### src/rtl/irq_pkg.sv
package irq_pkg;
  localparam int IRQ_LINES = 8;
  localparam int IRQ_VEC_W = 8;
endpackage

### src/rtl/irq_prio_pick.sv
module irq_prio_pick #(
  parameter int N = 8,
  localparam int IW = $clog2(N)
) (
  input  logic [N-1:0]  req,
  output logic          found,
  output logic [IW-1:0] idx
);
  // lowest set index wins; scan from top so the last hit is the lowest
  always_comb begin
    found = 1'b0;
    idx   = '0;
    for (int i = N - 1; i >= 0; i--) begin
      if (req[i]) begin
        found = 1'b1;
        idx   = IW'(i);
      end
    end
  end
endmodule

### src/rtl/irq_edge_latch.sv
module irq_edge_latch #(
  parameter int N = 8
) (
  input  logic         clk,
  input  logic         rst,
  input  logic [N-1:0] lines,
  input  logic [N-1:0] clr,
  output logic [N-1:0] pend
);
  logic [N-1:0] prev_q;

  always_ff @(posedge clk) begin
    if (rst) prev_q <= '0;
    else     prev_q <= lines;
  end

  for (genvar g = 0; g < N; g++) begin : g_line
    logic hit;
    assign hit = lines[g] & ~prev_q[g];
    always_ff @(posedge clk) begin
      if (rst)         pend[g] <= 1'b0;
      else if (hit)    pend[g] <= 1'b1;
      else if (clr[g]) pend[g] <= 1'b0;
    end
  end

  // a pending bit survives until its own clear
  assert_pend_hold_R4: assert property (@(posedge clk) disable iff (rst)
    (pend & ~clr) != '0 |=> ((pend & $past(pend & ~clr)) == $past(pend & ~clr)));
endmodule

### src/rtl/irq_service_track.sv
module irq_service_track #(
  parameter int N = 8
) (
  input  logic         clk,
  input  logic         rst,
  input  logic [N-1:0] set,
  input  logic [N-1:0] clr,
  output logic [N-1:0] isr
);
  always_ff @(posedge clk) begin
    if (rst) isr <= '0;
    else     isr <= (isr & ~clr) | set;
  end

  assert_one_set_R4: assert property (@(posedge clk) disable iff (rst)
    $onehot0(set));

  assert_ack_sets_isr_R4: assert property (@(posedge clk) disable iff (rst)
    set != '0 |=> ((isr & $past(set)) == $past(set)));

  assert_eos_drops_one_R8: assert property (@(posedge clk) disable iff (rst)
    (clr != '0 && set == '0) |=> ($countones(isr) + 1 == $past($countones(isr))));
endmodule

### src/rtl/vec_irq_ctrl.sv
module vec_irq_ctrl #(
  parameter int N  = irq_pkg::IRQ_LINES,
  parameter int VW = irq_pkg::IRQ_VEC_W,
  localparam int IW = $clog2(N),
  localparam int BW = VW - IW
) (
  input  logic          clk,
  input  logic          rst,
  input  logic [N-1:0]  irq_in,
  input  logic          mask_we,
  input  logic [N-1:0]  mask_wdata,
  input  logic          base_we,
  input  logic [BW-1:0] base_wdata,
  input  logic          inta,
  input  logic          eos,
  output logic          intr_out,
  output logic [VW-1:0] vec_out,
  output logic          vec_vld
);
  localparam logic [N-1:0] ONE = {{(N-1){1'b0}}, 1'b1};

  logic [N-1:0]  pend, isr, mask_q, elig, ack_set, eos_clr;
  logic [BW-1:0] base_q;
  logic          req_found, isr_busy, outrank, take;
  logic [IW-1:0] req_idx, isr_idx;

  assign elig = pend & ~mask_q;

  irq_prio_pick #(.N(N)) u_pick_req (.req(elig), .found(req_found), .idx(req_idx));
  irq_prio_pick #(.N(N)) u_pick_isr (.req(isr),  .found(isr_busy),  .idx(isr_idx));

  assign outrank = req_found && (!isr_busy || (req_idx < isr_idx));
  assign take    = inta && outrank;
  assign ack_set = take ? (ONE << req_idx) : '0;
  assign eos_clr = (eos && isr_busy) ? (ONE << isr_idx) : '0;

  irq_edge_latch #(.N(N)) u_latch (
    .clk(clk), .rst(rst), .lines(irq_in), .clr(ack_set), .pend(pend));

  irq_service_track #(.N(N)) u_svc (
    .clk(clk), .rst(rst), .set(ack_set), .clr(eos_clr), .isr(isr));

  always_ff @(posedge clk) begin
    if (rst) begin
      mask_q   <= '0;
      base_q   <= '0;
      intr_out <= 1'b0;
      vec_out  <= '0;
      vec_vld  <= 1'b0;
    end else begin
      if (mask_we) mask_q <= mask_wdata;
      if (base_we) base_q <= base_wdata;
      intr_out <= take ? 1'b0 : outrank;
      vec_vld  <= take;
      if (take) vec_out <= {base_q, req_idx};
    end
  end

  assert_vec_base_R5: assert property (@(posedge clk) disable iff (rst)
    vec_vld |-> (vec_out[VW-1:IW] == $past(base_q)));

  assert_mask_block_R9: assert property (@(posedge clk) disable iff (rst)
    vec_vld |-> !$past(mask_q[vec_out[IW-1:0]]));

  assert_intr_has_source_R3: assert property (@(posedge clk) disable iff (rst)
    intr_out |-> $past((pend & ~mask_q) != '0));
endmodule

### config.mk
export PLATFORM = sky130hd
export DESIGN_NAME = vec_irq_ctrl
export DESIGN_NICKNAME = d
export VERILOG_FILES = /design/src/rtl/irq_pkg.sv /design/src/rtl/irq_prio_pick.sv /design/src/rtl/irq_edge_latch.sv /design/src/rtl/irq_service_track.sv /design/src/rtl/vec_irq_ctrl.sv
export SDC_FILE = /design/constraint.sdc
export NUM_CORES = 1
export LEC_CHECK = 0
export BUFFER_PORTS_ARGS = -buffer_cell sky130_fd_sc_hd__buf_4
export CORE_MARGIN = 2
export CORE_UTILIZATION = 57
export CTS_BUF_LIST = sky130_fd_sc_hd__clkbuf_8
export DETAILED_ROUTE_END_ITERATION = 8
export MAX_ROUTING_LAYER = met4
export PLACE_DENSITY = 0.86
export SETUP_SLACK_MARGIN = 0.3
export SLEW_MARGIN = 20
export SYNTH_ARGS = -nofsm -noshare
export SYNTH_HDL_FRONTEND = slang
export SYNTH_SLANG_ARGS = --single-unit
export TNS_END_PERCENT = 10
### constraint.sdc
create_clock -name clk -period 3.53 [get_ports clk]
set_input_delay 0.8825 -clock clk [delete_from_list [all_inputs] [get_ports clk]]
set_output_delay 0.8825 -clock clk [all_outputs]
set_load 0.02 [all_outputs]
Word level (Yosys, flattened, before mapping)

Index checks and enable logic that the tools add are counted.

Order comparisons: 1
Reductions and logical operators: 14
Equality and inequality tests: 0
Bitwise operators: 21
Mux-type cells: 50
Shift operators: 2
Divide/modulo/power cells: 0
$mul: 0
$add $sub $neg: 0

Operator list:

| cell                                             | count |
|---|---|
| two-way mux 3 bit                                | 16 |
| two-way mux 1 bit                                | 32 |
| AND 8 bit                                        | 2 |
| two-way mux 8 bit                                | 2 |
| NOT 8 bit                                        | 2 |
| nonzero test 2 bit                               | 8 |
| << shifter 1 x 3 -> 8 bit (first input constant) | 2 |
| AND 1 bit                                        | 8 |
| NOT 1 bit                                        | 8 |
| OR 8 bit                                         | 1 |
| logical AND 1 bit                                | 3 |
| less-than comparator 3 bit                       | 1 |
| OR reduction 2 bit                               | 1 |
| zero test 1 bit                                  | 1 |
| logical OR 1 bit                                 | 1 |

Memories: 0
Output and inout port bits: 10
ROM bits: 0
Bits in writable memories: 0
Register bits: 47
Latch bits: 0
Input port bits: 27
Word-level logic and storage cells: 103

Longest topological paths before layout

Depth after elaboration: 17
Mapped depth: 12
Depth with buffers taken out: 10

Hierarchy

A second synthesis with hierarchy kept.

Cells, all modules: 231
Area total of the unflattened synthesis: 2164.6 um^2

Modules (own cells, without submodules):

| module            | sequential area each (um^2) | cells each | area each (um^2) | times used |
|---|---|---|---|---|
| vec_irq_ctrl      | 460.4                       | 123        | 1093.5           | 1 |
| irq_edge_latch    | 320.3                       | 49         | 529.3            | 1 |
| irq_service_track | 160.2                       | 33         | 381.6            | 1 |
| irq_prio_pick     | 0.0                         | 13         | 80.1             | 2 |

Worst setup path before layout

No wires, ideal clock.

Kind: register to register
Start: reg u_latch.pend[7]
End: reg u_latch.pend[5]
Library setup time: 0.132 ns
Arrival: 2.385 ns
Clock period less this slack: 2.517 ns
Path slack: 1.013 ns
Stages on the path, launching flop included: 13
Path through: dfxtp_1 nor2b_1 nor4bb_1 nand2b_1 clkbuf_1 inv_1 ha_1 o21a_1 o22ai_1 a31oi_2 buf_6 o31ai_1 a21oi_1

Cells in the longest elaborated chain, start to end: 15
Elaborated cells between the ends (all ways): 24
Those cells by class: order compare (1); shift (1); mux (17); bitwise (1); reduce/logical (4)

RTL lines:

| element                             | RTL line             | text |
|---|---|---|
| start, declared                     | irq_edge_latch.sv:8  | `output logic [N-1:0] pend` |
| start signal, assigned by index     | irq_edge_latch.sv:21 | `if (rst) pend[g] <= 1'b0;` |
| start signal, assigned by index     | irq_edge_latch.sv:22 | `else if (hit) pend[g] <= 1'b1;` |
| start signal, assigned by index     | irq_edge_latch.sv:23 | `else if (clr[g]) pend[g] <= 1'b0;` |
| AND 8 bit (*)                       | vec_irq_ctrl.sv:27   | `assign elig = pend & ~mask_q;` |
| two-way mux 3 bit (*) (8 in series) | irq_prio_pick.sv:14  | `if (req[i]) begin` |
| named net req_idx[2]                | vec_irq_ctrl.sv:25   | `logic [IW-1:0] req_idx, isr_idx;` |
| less-than comparator 3 bit          | vec_irq_ctrl.sv:32   | `assign outrank = req_found && (!isr_busy \|\| (req_idx < isr_idx));` |
| logical OR 1 bit                    | vec_irq_ctrl.sv:32   |  |
| logical AND 1 bit                   | vec_irq_ctrl.sv:32   |  |
| logical AND 1 bit                   | vec_irq_ctrl.sv:33   | `assign take = inta && outrank;` |
| two-way mux 8 bit (*)               | vec_irq_ctrl.sv:34   | `assign ack_set = take ? (ONE << req_idx) : '0;` |
| nonzero test 2 bit (no line) (*)    | -                    |  |

The timed path passes the listed nets; every way through them passes the cells marked *.
A chain may end at the register's enable or synchronous reset.

Final worst setup path

Start: reg u_latch.pend[7]
End: reg u_svc.isr[0]

Cells in the longest elaborated chain, start to end: 15
Elaborated cells between the ends (all ways): 24
Those cells by class: order compare (1); shift (1); mux (17); bitwise (2); reduce/logical (3)

RTL lines:

| element                             | RTL line                | text |
|---|---|---|
| AND 8 bit (*)                       | vec_irq_ctrl.sv:27      |  |
| two-way mux 3 bit (*) (8 in series) | irq_prio_pick.sv:14     |  |
| named net req_idx[2]                | vec_irq_ctrl.sv:25      |  |
| less-than comparator 3 bit          | vec_irq_ctrl.sv:32      |  |
| logical OR 1 bit                    | vec_irq_ctrl.sv:32      |  |
| logical AND 1 bit                   | vec_irq_ctrl.sv:32      |  |
| logical AND 1 bit                   | vec_irq_ctrl.sv:33      |  |
| two-way mux 8 bit (*)               | vec_irq_ctrl.sv:34      |  |
| OR 8 bit (*)                        | irq_service_track.sv:12 | `else isr <= (isr & ~clr) \| set;` |
| end signal, assigned                | irq_service_track.sv:12 |  |
| end, declared                       | irq_service_track.sv:8  | `output logic [N-1:0] isr` |

Marks and branches as above.

==> results.cfg <==
[route]
vias_per_cell = 5.82
drc = 0
ant_nets = 0
drt-pass1-iter-count = 5
vias = 1745
wl_per_cell_um = 15.5
routed_wl_um = 4640
drt-initial-drc-count = 108

[clocking]
clk_pin_slew_ps = 80
postCtsSetupRepairBufs = 0
cts_hold_buf = 0
cts_tree = done
post_cts_resized = 0
cts_made_buffers = 5
root_buffer = clkbuf_8
insertion_delay_ps = 300
htreeDepth = 2
clockBufferDepth = 2
cts.sinks = 47

[critical_path]
crit_family = compound AO/OA/AOI/OAI gates
required_ps = 3720
end_kind = register
max_stage_delay_ps = 620
crit_chain = nor2b_1, nor4bb_1, nand2b_1, inv_1, ha_1, o21a_1, o22ai_1, a31oi_2, nor3_1, a32o_1
slowest_stage = a31oi_2
critPathKind = reg2reg
worstPathArrival_ps = 3170
critPathMaxFanout = 14
path_buf_inv = 1
cp-start-kind = register

[sta]
maxSlewViolCount = 0
setup_viol = 0
finalHoldViolations = 0
fmax_mhz = 336
hold_ws_ps = 440
rsz0062_at_grt = no
period_share = 0.842
finClkSkew_ps = 3.94
fin_setup_tns_ps = 0
worst_pin_slew_ps = 740
slew_headroom = 0.505
fin_crit_ps = 2970

[place]
place.gp.congestion = 0.824
port_buffers = 36
placed_area_um2 = 2360
dp_hpwl_um = 3330

[grt]
overflow = 0
grt_pass1_wl_um = 7800
grt_pass1_vias = 1656
grt.total_usage = 0.252
grt_antenna_before_repair = 0
grt_max_degree = 37

[synthesis]
synth_area_leaders = dfxtp_1 (45%), mux2i_1 (6.2%), nor2b_1 (3.9%), nor2_1 (3.8%), a21oi_1 (3.6%)
syn_inst = 222
yosysUniqueCellTypes = 51
syn-num-nets = 251
ys_warn_count = 0
ys_ff_latch = 47
synth.avg_cell_area_um2 = 9.41
synth_top_area_frac = 0.451
synth_top_area_cell = dfxtp_1
yosysSeqAreaShare = 0.451
syn_area_um2 = 2090

[job]
drv_cap = 0

[floorplan]
die_area_um2 = 4160
core-area_um2 = 3420
die_h_um = 64.5
die-width_um = 64.5
initial_core_util = 0.611
rows = 21
ioPinCount = 37

[final_layout]
area_delta_synth_final_pct = 17.9
final_cell_mix = dfxtp_1 (47), buf_4 (36), nor2_1 (21)
regArea_um2 = 941
num-fill-cells = 264
diodes = 0
nets = 283
multi_input_area_um2 = 1050
final_common_cell = dfxtp_1
drive_gt1_frac = 0.213
fin_area_um2 = 2460

[worst_hold_path]
hold_path_class = reg2reg

[pwr]
irDropWorstVdd_uv = 395
p_per_area_nw_per_um2 = 540
power.leakage_nw = 1.03

[outcome]
run_status = complete, no violations
[synthesized netlist by cell type, drive strengths merged]
library cell,n
nor4bb,1
a22o,2
o21bai,1
a31o,1
and3b,1
nand4b,1
nor3b,2
or3,1
nor3,3
o211ai,3
mux2i,13
a21boi,1
nor4b,1
inv,11
nand2b,7
buf,4
or3b,1
nand3,9
nor2,21
and2b,1
nand3b,2
o31a,1
a32o,4
clkbuf,7
a21oi,15
nor2b,15
a311oi,2
a211oi,1
nand2,9
o2bb2ai,1
or2,1
o31ai,8
o21ai,11
ha,2
o21a,1
a31oi,3
o22ai,1
and3,1
nor4,2
and2,1
o311ai,2
dfxtp,47
[per-layer routing]
layer | part of all wire | up-vias | track usage
li1 | - | 854 | -
met1 | 0.44 | 821 | 0.318
met2 | 0.49 | 62 | 0.396
met3 | 0.064 | 8 | 0.0538
met4 | 0.013 | 0 | 0.106
met5 | 0 | - | -
[state kept, by name (all words and copies together) (netlist names)]
name	cells
base_q	5
vec_vld	1
u_svc.isr	8
mask_q	8
u_latch.prev_q	8
intr_out	1
u_latch.pend	8
vec_out	8
[power breakdown]
part	internal, mW	leakage [nW]	switching (mW)
Combinational	0.140	0.584	0.218
Clock	0.205	0.0554	0.166
Sequential	0.574	0.387	0.0279
[logic make-up after synthesis]
group,Yosys count,share of synthesized area
AND/OR/NAND/NOR,80,0.228
adder cells (fa/ha/maj),2,0.0120
flip-flops,47,0.451
AO/OA/AOI/OAI,58,0.201
buffers and inverters,22,0.0467
multiplexers,13,0.0623
[area by class of cell]
cell class	count	share of cell area
clock buffer	5	0.0279
timing repair buffer	36	0.110
sequential	47	0.382
clock inverter	2	0.0137
inverter	11	0.0168
tap	46	0.0234
multi-input combinational	153	0.426
[per-stage QoR]
stage                     setup slack (ps)  cells  utilization  power (mW)
final                                  557    300        0.721        1.33
after global routing                   304    300        0.721        1.40
after global placement                 712    293        0.691       0.951
after floorplan                       1010    222            -       0.881
after detailed placement               610    293        0.691       0.965
after CTS                              601    300        0.721        1.33
[path summary, 6_finish.rpt]
check / start / end / slack [ps] / depth (start not counted)
setup / recovery: u_latch.pend[7] / u_svc.isr[0] / 560 / 10
hold / removal: u_latch.prev_q[1] / u_latch.pend[1] / 440 / 1
setup reg to reg: u_latch.pend[7] / u_svc.isr[0] / 560 / 10
hold reg to reg: u_latch.prev_q[1] / u_latch.pend[1] / 440 / 1
Power figures use the tool's default switching activity.
